**src/rtl/hdir_pkg.sv**
```systemverilog
// Shared encodings for the home directory controller.
// Assumes request and forward codes match the port encodings listed in the brief.
package hdir_pkg;
    typedef enum logic [1:0] {
        LN_UNC = 2'd0,
        LN_SHR = 2'd1,
        LN_EXC = 2'd2
    } line_st_e;

    typedef enum logic [1:0] {
        RQ_READ  = 2'd0,
        RQ_WRITE = 2'd1,
        RQ_WBACK = 2'd2,
        RQ_EVICT = 2'd3
    } req_kind_e;

    localparam logic FW_INV   = 1'b0;
    localparam logic FW_FETCH = 1'b1;
endpackage

```
**src/rtl/hdir_store.sv**
```systemverilog
// Row-addressed register storage with two combinational read ports and two
// write ports. Rows reset to zero. Assumes the two write ports never target
// the same row in one cycle; if they do, port B wins.
module hdir_store #(
    parameter int DEPTH = 16,
    parameter int WIDTH = 32,
    localparam int AW = (DEPTH > 1) ? $clog2(DEPTH) : 1
) (
    input  logic             clk,
    input  logic             rst_n,
    input  logic [AW-1:0]    ra_addr,
    output logic [WIDTH-1:0] ra_data,
    input  logic [AW-1:0]    rb_addr,
    output logic [WIDTH-1:0] rb_data,
    input  logic             wa_en,
    input  logic [AW-1:0]    wa_addr,
    input  logic [WIDTH-1:0] wa_data,
    input  logic             wb_en,
    input  logic [AW-1:0]    wb_addr,
    input  logic [WIDTH-1:0] wb_data
);
    logic [WIDTH-1:0] rows [DEPTH];

    for (genvar i = 0; i < DEPTH; i++) begin : g_row
        // Update one row from whichever write port addresses it.
        always_ff @(posedge clk) begin
            if (!rst_n) begin
                rows[i] <= '0;
            end else if (wb_en && wb_addr == AW'(i)) begin
                rows[i] <= wb_data;
            end else if (wa_en && wa_addr == AW'(i)) begin
                rows[i] <= wa_data;
            end
        end
    end

    // Asynchronous read of both ports.
    always_comb begin
        ra_data = rows[ra_addr];
        rb_data = rows[rb_addr];
    end
endmodule

```
**src/rtl/hdir_ack_unit.sv**
```systemverilog
// Acknowledgement evaluation for one busy directory entry. It decides whether
// an incoming acknowledgement belongs to the transaction, whether it is the
// last one due, and the sharer set the line settles to on completion.
// Assumes each target cache acknowledges once.
module hdir_ack_unit #(
    parameter int NCACHE = 4,
    localparam int IW = (NCACHE > 1) ? $clog2(NCACHE) : 1,
    localparam int CW = $clog2(NCACHE + 1)
) (
    input  logic              ack_valid,
    input  logic [IW-1:0]     ack_src,
    input  logic              busy,
    input  logic [CW-1:0]     cnt,
    input  logic [IW-1:0]     rqid,
    input  logic              rqwr,
    input  logic              wdat,
    input  logic [NCACHE-1:0] shr,
    output logic              hit,
    output logic              done,
    output logic [CW-1:0]     cnt_nx,
    output logic [NCACHE-1:0] fin_shr,
    output logic              fin_exc
);
    logic [NCACHE-1:0] rq_bit;
    logic [NCACHE-1:0] targets;

    // Work out who was asked, and the result of this acknowledgement.
    always_comb begin
        rq_bit          = '0;
        rq_bit[rqid]    = 1'b1;
        targets         = (rqwr && !wdat) ? (shr & ~rq_bit) : shr;
        hit             = ack_valid && busy && targets[ack_src];
        done            = hit && (cnt == CW'(1));
        cnt_nx          = cnt - CW'(1);
        fin_exc         = rqwr;
        fin_shr         = rqwr ? rq_bit : (shr | rq_bit);
    end
endmodule

```
**src/rtl/hdir_ctrl.sv**
```systemverilog
// Home directory controller with a full-map sharer vector per line.
// Serves read/write misses, owner write-backs and sharer evictions, sends
// invalidations and fetches, counts acknowledgements, and NACKs requests
// to busy lines. Assumes at most one request and one acknowledgement per cycle.
module hdir_ctrl
    import hdir_pkg::*;
#(
    parameter int NCACHE = 4,
    parameter int NLINES = 16,
    parameter int DATA_W = 32,
    localparam int IW = (NCACHE > 1) ? $clog2(NCACHE) : 1,
    localparam int LW = (NLINES > 1) ? $clog2(NLINES) : 1,
    localparam int CW = $clog2(NCACHE + 1)
) (
    input  logic              clk,
    input  logic              rst_n,
    input  logic              req_valid,
    input  logic [1:0]        req_type,
    input  logic [IW-1:0]     req_src,
    input  logic [LW-1:0]     req_line,
    input  logic [DATA_W-1:0] req_data,
    input  logic              ack_valid,
    input  logic [IW-1:0]     ack_src,
    input  logic [LW-1:0]     ack_line,
    input  logic [DATA_W-1:0] ack_data,
    output logic              rsp_valid,
    output logic [IW-1:0]     rsp_dst,
    output logic [LW-1:0]     rsp_line,
    output logic [DATA_W-1:0] rsp_data,
    output logic              fwd_valid,
    output logic              fwd_kind,
    output logic [NCACHE-1:0] fwd_mask,
    output logic [LW-1:0]     fwd_line,
    output logic              nack_valid,
    output logic [IW-1:0]     nack_dst,
    output logic [LW-1:0]     nack_line
);
    typedef struct packed {
        line_st_e          st;
        logic [NCACHE-1:0] shr;
        logic              busy;
        logic [CW-1:0]     cnt;
        logic [IW-1:0]     rqid;
        logic              rqwr;
        logic              wdat;
    } dent_t;
    localparam int EW = $bits(dent_t);

    logic [EW-1:0]     eq_raw, ek_raw;
    dent_t             eq, ek, nq, nk;
    logic              weq, wek;
    logic [DATA_W-1:0] mem_q, mem_k;
    logic              mwq, mwk;
    logic              k_hit, k_done, k_exc;
    logic [CW-1:0]     k_cnt;
    logic [NCACHE-1:0] k_shr;
    logic [NCACHE-1:0] req_bit, others;
    logic [CW-1:0]     others_n;

    logic              n_rsp_v, n_fwd_v, n_fwd_k, n_nack_v;
    logic [IW-1:0]     n_rsp_dst;
    logic [LW-1:0]     n_rsp_line, n_fwd_line;
    logic [DATA_W-1:0] n_rsp_data;
    logic [NCACHE-1:0] n_fwd_mask;

    hdir_store #(.DEPTH(NLINES), .WIDTH(EW)) u_table (
        .clk(clk), .rst_n(rst_n),
        .ra_addr(req_line), .ra_data(eq_raw),
        .rb_addr(ack_line), .rb_data(ek_raw),
        .wa_en(weq), .wa_addr(req_line), .wa_data(nq),
        .wb_en(wek), .wb_addr(ack_line), .wb_data(nk)
    );

    hdir_store #(.DEPTH(NLINES), .WIDTH(DATA_W)) u_mem (
        .clk(clk), .rst_n(rst_n),
        .ra_addr(req_line), .ra_data(mem_q),
        .rb_addr(ack_line), .rb_data(mem_k),
        .wa_en(mwq), .wa_addr(req_line), .wa_data(req_data),
        .wb_en(mwk), .wb_addr(ack_line), .wb_data(ack_data)
    );

    assign eq = dent_t'(eq_raw);
    assign ek = dent_t'(ek_raw);

    hdir_ack_unit #(.NCACHE(NCACHE)) u_ack (
        .ack_valid(ack_valid), .ack_src(ack_src),
        .busy(ek.busy), .cnt(ek.cnt), .rqid(ek.rqid),
        .rqwr(ek.rqwr), .wdat(ek.wdat), .shr(ek.shr),
        .hit(k_hit), .done(k_done), .cnt_nx(k_cnt),
        .fin_shr(k_shr), .fin_exc(k_exc)
    );

    // Requester bit, other sharers and their count.
    always_comb begin
        req_bit          = '0;
        req_bit[req_src] = 1'b1;
        others           = eq.shr & ~req_bit;
        others_n         = '0;
        for (int i = 0; i < NCACHE; i++) begin
            others_n = others_n + CW'(others[i]);
        end
    end

    // Next entry, memory writes and outgoing messages for this cycle.
    always_comb begin
        nq = eq;  weq = 1'b0;  mwq = 1'b0;
        nk = ek;  wek = 1'b0;  mwk = 1'b0;
        n_rsp_v = 1'b0;  n_rsp_dst = req_src;  n_rsp_line = req_line;  n_rsp_data = mem_q;
        n_fwd_v = 1'b0;  n_fwd_k = FW_INV;  n_fwd_mask = '0;  n_fwd_line = req_line;
        n_nack_v = 1'b0;

        if (k_hit) begin
            wek = 1'b1;
            mwk = ek.wdat;
            if (k_done) begin
                nk.st   = k_exc ? LN_EXC : LN_SHR;
                nk.shr  = k_shr;
                nk.busy = 1'b0;
                nk.cnt  = '0;
                n_rsp_v    = 1'b1;
                n_rsp_dst  = ek.rqid;
                n_rsp_line = ack_line;
                n_rsp_data = ek.wdat ? ack_data : mem_k;
            end else begin
                nk.cnt = k_cnt;
            end
        end

        if (req_valid) begin
            if (eq.busy || k_done) begin
                n_nack_v = 1'b1;
            end else begin
                unique case (req_kind_e'(req_type))
                    RQ_READ, RQ_WRITE: begin
                        if (eq.st == LN_UNC || (eq.st == LN_EXC && eq.shr[req_src])
                            || (eq.st == LN_SHR && (req_type == RQ_READ || others == '0))) begin
                            n_rsp_v = 1'b1;
                            weq     = 1'b1;
                            if (req_type == RQ_READ && eq.st != LN_EXC) begin
                                nq.st  = LN_SHR;
                                nq.shr = (eq.st == LN_UNC) ? req_bit : (eq.shr | req_bit);
                            end else begin
                                nq.st  = LN_EXC;
                                nq.shr = req_bit;
                            end
                        end else begin
                            weq        = 1'b1;
                            nq.busy    = 1'b1;
                            nq.rqid    = req_src;
                            nq.rqwr    = (req_type == RQ_WRITE);
                            nq.wdat    = (eq.st == LN_EXC);
                            nq.cnt     = (eq.st == LN_EXC) ? CW'(1) : others_n;
                            n_fwd_v    = 1'b1;
                            n_fwd_k    = (req_type == RQ_READ) ? FW_FETCH : FW_INV;
                            n_fwd_mask = (eq.st == LN_EXC) ? eq.shr : others;
                        end
                    end
                    RQ_WBACK: begin
                        if (eq.st == LN_EXC && eq.shr[req_src]) begin
                            weq    = 1'b1;
                            mwq    = 1'b1;
                            nq.st  = LN_UNC;
                            nq.shr = '0;
                        end
                    end
                    RQ_EVICT: begin
                        if (eq.st == LN_SHR) begin
                            weq    = 1'b1;
                            nq.shr = eq.shr & ~req_bit;
                            nq.st  = (others == '0) ? LN_UNC : LN_SHR;
                        end
                    end
                    default: ;
                endcase
            end
        end
    end

    // Register the three outgoing message channels.
    always_ff @(posedge clk) begin
        if (!rst_n) begin
            rsp_valid  <= 1'b0;  rsp_dst   <= '0;  rsp_line <= '0;  rsp_data <= '0;
            fwd_valid  <= 1'b0;  fwd_kind  <= 1'b0; fwd_mask <= '0; fwd_line <= '0;
            nack_valid <= 1'b0;  nack_dst  <= '0;  nack_line <= '0;
        end else begin
            rsp_valid  <= n_rsp_v;  rsp_dst  <= n_rsp_dst;  rsp_line <= n_rsp_line;
            rsp_data   <= n_rsp_data;
            fwd_valid  <= n_fwd_v;  fwd_kind <= n_fwd_k;    fwd_mask <= n_fwd_mask;
            fwd_line   <= n_fwd_line;
            nack_valid <= n_nack_v; nack_dst <= req_src;    nack_line <= req_line;
        end
    end

    a_r1_quiet_after_reset: assert property (@(posedge clk) disable iff (!rst_n)
        !$past(rst_n) |-> (!rsp_valid && !fwd_valid && !nack_valid));

    a_r8_busy_line_nacked: assert property (@(posedge clk) disable iff (!rst_n)
        (req_valid && eq.busy) |=> (nack_valid && nack_dst == $past(req_src)));

    a_r5_single_owner: assert property (@(posedge clk) disable iff (!rst_n)
        (req_valid && eq.st == LN_EXC) |-> ($countones(eq.shr) == 1));

    a_r4_fwd_has_target: assert property (@(posedge clk) disable iff (!rst_n)
        fwd_valid |-> (fwd_mask != '0));

    a_r6_fetch_single_owner: assert property (@(posedge clk) disable iff (!rst_n)
        (fwd_valid && fwd_kind == FW_FETCH) |-> ($countones(fwd_mask) == 1));
endmodule

```
**config.mk**
```make
export PLATFORM = sky130hd
export DESIGN_NAME = hdir_ctrl
export DESIGN_NICKNAME = d
export VERILOG_FILES = /design/src/rtl/hdir_pkg.sv /design/src/rtl/hdir_store.sv /design/src/rtl/hdir_ack_unit.sv /design/src/rtl/hdir_ctrl.sv
export SDC_FILE = /design/constraint.sdc
export NUM_CORES = 2
export LEC_CHECK = 0
export BUFFER_PORTS_ARGS = -buffer_cell sky130_fd_sc_hd__buf_2
export CORE_MARGIN = 2
export CORE_UTILIZATION = 25
export DETAILED_ROUTE_END_ITERATION = 6
export MAX_ROUTING_LAYER = met4
export PLACE_DENSITY = 0.4
export SYNTH_ARGS = -nofsm -noshare
export SYNTH_HDL_FRONTEND = slang
export SYNTH_SLANG_ARGS = --single-unit
export TNS_END_PERCENT = 5
```
**constraint.sdc**
```tcl
create_clock -name clk -period 12.15 [get_ports clk]
set_input_delay 0.6075 -clock clk [delete_from_list [all_inputs] [get_ports clk]]
set_output_delay 0.6075 -clock clk [all_outputs]
set_load 0.02 [all_outputs]
```
-- Word-level counts from Yosys, hierarchy flattened
Memories as Yosys holds them, arrays and structs flattened.
Cells that the tools add are included.
- memories: 2
- memory bits (writable): 736
- logic and storage cells: 560
- input port bits: 82
- register bits after elaboration: 52
- output and inout bits: 56
- memories (memory ; depth ; bits a word ; read ports ; clocked after memory_dff ; wr ports ; RTL line ; source):
    u_mem.rows ; 16 ; 32 ; 2 ; 0 ; 16 ; hdir_store.sv:22 ; logic [WIDTH-1:0] rows [DEPTH];
    u_table.rows ; 16 ; 14 ; 2 ; 0 ; 16 ; hdir_store.sv:22 ;
- bitwise operators: 73
- magnitude comparators: 5
- multiplexer cells: 342
- add/sub/neg operators: 4
- reduce and logical (&&, ||, !) cells: 87
- eq/ne operators: 37
- operators with widths (operator ; count):
    $mux W32 ; 35
    $mux W14 ; 34
    $mux W1 ; 248
    $logic_and A1 B1 Y1 ; 73
    $eq A4 B4 Y1 const B ; 16
    $or A1 B1 Y1 ; 64
    $eq A4 B3 Y1 const B ; 8
    $mux W4 ; 6
    $mux W6 ; 4
    $pmux W6 S3 ; 1
    $eq A4 B2 Y1 const B ; 4
    $mux W8 ; 2
    $logic_not A4 Y1 ; 3
    $mux W10 ; 1
    $lt A2 B3 Y1 const B ; 3
    $and A4 B4 Y4 ; 2
    $eq A4 B1 Y1 const B ; 2
    $not A4 Y4 ; 2
    $or A4 B4 Y4 ; 2
    $mux W7 ; 1
    $eq A2 B2 Y1 const B ; 3
    $mux W2 ; 3
    $mux W3 ; 2
    $reduce_or A5 Y1 ; 1
    other kinds (18) ; 28

-- Longest topological paths before layout
An unclocked memory read counts as a cell.
- word-level depth: 21
- gate-level depth with buffers: 18
- gate-level depth less buffers: 13

-- By module
A second synthesis with hierarchy kept.
- cells, all modules: 3199
- area, all modules: 45672.6 sq um
- modules (own cells, without submodules) (module ; cells each ; times used ; area an instance (sq um) ; sequential area each (sq um)):
    hdir_store at u_mem ; 1940 ; 1 ; 29396.9 ; 15374.7
    hdir_store at u_table ; 910 ; 1 ; 13264.0 ; 6726.5
    hdir_ctrl ; 319 ; 1 ; 2797.7 ; 1041.0
    hdir_ack_unit ; 30 ; 1 ; 214.0 ; 0.0

-- Worst setup path before layout
OpenSTA, ideal clock, no wires.
- kind: input -> register
- start: input ack_line[0]
- end: memory u_mem.rows[0][0], enable pin
- required time: 11.617 ns
- buffers on the path: 8
- library setup time: 0.533 ns
- setup slack: 3.970 ns
- arrival: 7.647 ns
- cell stages on the path: 17
- path through: buf_6 -> buf_6 -> buf_6 -> buf_6 -> buf_1 -> mux4_2 -> mux4_2 -> inv_1 -> ha_1 -> and2b_1 -> o2111ai_4 -> nand2_4 -> or3_1 -> buf_2 -> buf_2 -> buf_2 -> o311ai_0
- RTL lines (what ; RTL line ; source):
    start, declared ; hdir_ctrl.sv:24 ; input logic [LW-1:0] ack_line,
    end, declared ; hdir_store.sv:22 ;

==> impl_metrics.py <==
metrics = {
    "status": {
        "status": "finished, final reports clean",
    },
    "synth": {
        "ys_top_cells_by_count": "736 x edfxtp_1, 545 x nand2_1, 449 x mux4_2, 307 x clkbuf_1, 235 x o21ai_0",
        "syn_area_um2": 45560,
        "synth_nets": 3494,
        "yosysTopAreaCell": "edfxtp_1",
        "synth_area_leaders": "edfxtp_1 49%, mux4_2 22%, nand2_1 4.5%, a32o_1 3.4%, o21ai_0 2.6%",
        "synth-seq-area-share_pct": 50.80,
        "synth_top_flop_cell": "edfxtp_1",
        "ys_ff_latch": 788,
        "avgSynthCellArea_um2": 13.38,
        "ys_types": 65,
        "synthCells": 3406,
        "synth_edf_count": 736,
        "yosysMostFrequentCell": "edfxtp_1",
        "synth_warnings": 0,
        "async_reset_ff_share_pct": 0,
        "yosys.area.top_type_share_pct": 48.51,
    },
    "min_path": {
        "min_from": "req_valid",
        "hold_depth": 2,
        "worstHoldPathType": "in -> reg",
        "min_to": "nack_valid$_SDFF_PN0_",
    },
    "critical_path": {
        "critPathArrivalTime_ps": 7050,
        "reg2reg_depth": 10,
        "startpoint_type": "input pin",
        "critPathCaptureType": "flip-flop",
        "r2r_slack_ps": 6530,
        "rr_startpoint": "u_table.rows[8][2]$_SDFFCE_PN0P_",
        "critPathKind": "in -> reg",
        "path_max_fanout": 54,
        "r2r-end": "u_mem.rows[8][8]$_SDFFCE_PN0P_",
        "crit_required_ps": 12510,
    },
    "clocking": {
        "numCtsBuffers": 101,
        "path_clk_slew_ps": 60,
        "cts.sinks": 788,
        "clk-insertion-delay-late_ps": 760,
        "holdBufCountCts": 0,
        "cts_setup_buffers": 0,
        "cts_tree": "built",
        "clockRootBuffer": "clkbuf_16",
        "cts_resized": 0,
        "cts_max_path_buffers": 3,
        "htreeDepth": 3,
    },
    "sta": {
        "whs_ps": 146.5,
        "finalHoldViolations": 0,
        "setup_violations": 0,
        "maxSlewViolCount": 0,
        "fmax_mhz": 149.5,
        "post-route-min-period_ps": 6688,
        "worstMarginPinSlew_ps": 1333,
        "fin_setup_tns_ps": 0,
        "max_slew_margin_pct": 10.52,
        "rsz0062_at_grt": "no",
        "skew_ps": 71.10,
        "fin_crit_sh_pct": 55.05,
    },
    "route": {
        "dr.pass1.iters": 6,
        "vias": 34500,
        "avgViaCountPerCell": 5.996,
        "final_antenna_net_count": 0,
        "route.detailed.drc": 0,
        "routed_wl_mm": 208.5,
        "wl_per_cell_um": 36.25,
        "drt_iter0_drc": 4051,
    },
    "floorplan": {
        "initial_core_util_pct": 25.18,
        "core_area_um2": 180900,
        "die-width_um": 430.9,
        "die_h_um": 430.9,
        "row_count": 156,
        "ios": 138,
        "die_area_um2": 185700,
    },
    "place": {
        "io_buffers": 137,
        "gp_congestion": 0.8156,
        "dp_hpwl_mm": 118.7,
    },
    "grt": {
        "grt-ovfl-total": 0,
        "grtUsageTotal_pct": 22.71,
        "grt_pass1_vias": 34150,
        "grt_max_degree": 78,
        "antenna_found_initial": 29,
        "grt_pass1_wl_mm": 287.4,
    },
    "power": {
        "power_mw": 7.170,
        "power.density_nw_per_um2": 137.6,
        "ir_drop_v": 0.0001242,
        "leakage_nw": 16.83,
    },
    "final_layout": {
        "seq_area_um2": 23140,
        "area.growth.synth_to_final_pct": 14.38,
        "multi_input_area_um2": 20930,
        "drive_gt1_share_pct": 27.80,
        "layout.nets": 3374,
        "fillers": 18130,
    },
    "run": {
        "drv_cap": 0,
    },
}
==> worst max path at each step <==
stage / start / end / slack (ps) / cells after the start
2_1_floorplan: ack_line[0] / u_mem.rows[0][0]$_DFFE_PP_ / 3970 / 17
3_3_place_gp: ack_line[1] / u_mem.rows[8][14]$_SDFFCE_PN0P_ / 4820 / 13
3_5_place_dp: ack_line[1] / u_mem.rows[8][14]$_SDFFCE_PN0P_ / 4820 / 13
4_1_cts: ack_line[1] / u_mem.rows[8][8]$_SDFFCE_PN0P_ / 5600 / 13
5_1_grt: ack_line[0] / u_mem.rows[13][5]$_DFFE_PP_ / 5300 / 12
6_report: ack_line[1] / u_mem.rows[8][8]$_SDFFCE_PN0P_ / 5460 / 13
==> cell usage in the layout, fill, tap and decap left out, drive strengths merged, types with 14 or more instances in the layout <==
master / Yosys / layout
nor2: 34 / 34
buf: 172 / 256
nand2: 546 / 546
o211a: 33 / 33
and2: 24 / 24
dfxtp: 52 / 52
mux4: 449 / 449
a32o: 155 / 155
o22ai: 187 / 187
o21bai: 16 / 16
o211ai: 15 / 15
o41ai: 65 / 65
nand3: 74 / 74
edfxtp: 736 / 736
o221ai: 40 / 40
clkbuf: 307 / 134
a22o: 31 / 31
and4: 14 / 14
clkinv: 0 / 35
o21ai: 263 / 263
mux2i: 51 / 51
==> cells by family (layout without fill, tap and decap cells) <==
logic type | after synthesis | count (layout) | synth area share, %
AOI/OAI and AO/OA | 854 | 854 | 13.70
DFF | 788 | 788 | 50.80
and+or+nand+nor | 769 | 769 | 7.580
muxes | 501 | 501 | 23.34
buffers and inverters | 488 | 452 | 4.402
adders and majority gates | 6 | 6 | 0.1813
other | 0 | 13 | 0
==> metal layers <==
| layer | wire (µm) | GRT usage, % | share of wire (%) | up-vias |
|---|---|---|---|---|
| met5 | 0 | - | 0 | - |
| met4 | 8128 | 8.904 | 3.9 | 0 |
| met3 | 16430 | 4.083 | 7.9 | 452 |
| met2 | 98750 | 35.64 | 47 | 1914 |
| met1 | 85220 | 29.12 | 41 | 18420 |
| li1 | - | - | - | 13710 |
==> final cells by class <==
type	instances	area share (%)
well taps	2370	5.690
clock inverters	53	1.109
multi-input cells	2130	40.15
inverters	9	0.06483
diodes	13	0.06243
repair buffers	256	3.169
flip-flops and latches	788	44.41
clock buffers	134	5.340
==> power breakdown <==
part	switching (mW)	total [mW]	internal, mW
combinational	0.606	0.935	0.329
clock	1.30	3.12	1.82
sequential	0.0506	3.12	3.07
total	1.95	7.17	5.22
==> flip-flops by register name, summed over array words and instances, names as in the netlist <==
name	count
fwd_mask	4
nack_dst	2
u_mem.rows	512
rsp_dst	2
rsp_data	32
rsp_line	4
nack_valid	1
nack_line	4
fwd_valid	1
fwd_kind	1
rsp_valid	1
u_table.rows	224
==> worst max-delay path, cell delays in order <==
cell	delay [ps]
buf_8	310
buf_4	690
buf_4	910
mux4_2	430
mux4_2	560
nand2_1	110
a41oi_1	70
o2111ai_4	430
nand2_8	370
or3_4	710
nor3_4	200
buf_4	580
or2_4	740
==> per-stage QoR <==
stage / cell area, µm² / std cells / setup WS [ps] / util (%)
2_1_floorplan: 45560 / 3406 / 3970 / -
6_report: 52110 / 5753 / 5462 / 28.80
5_1_grt: 52110 / 5751 / 5302 / 28.80
3_5_place_dp: 48720 / 5553 / 4818 / 26.93
4_1_cts: 52080 / 5740 / 5598 / 28.78
3_3_place_gp: 48720 / 5553 / 4816 / 26.93
Note: power is estimated with default switching activity, not from simulation.
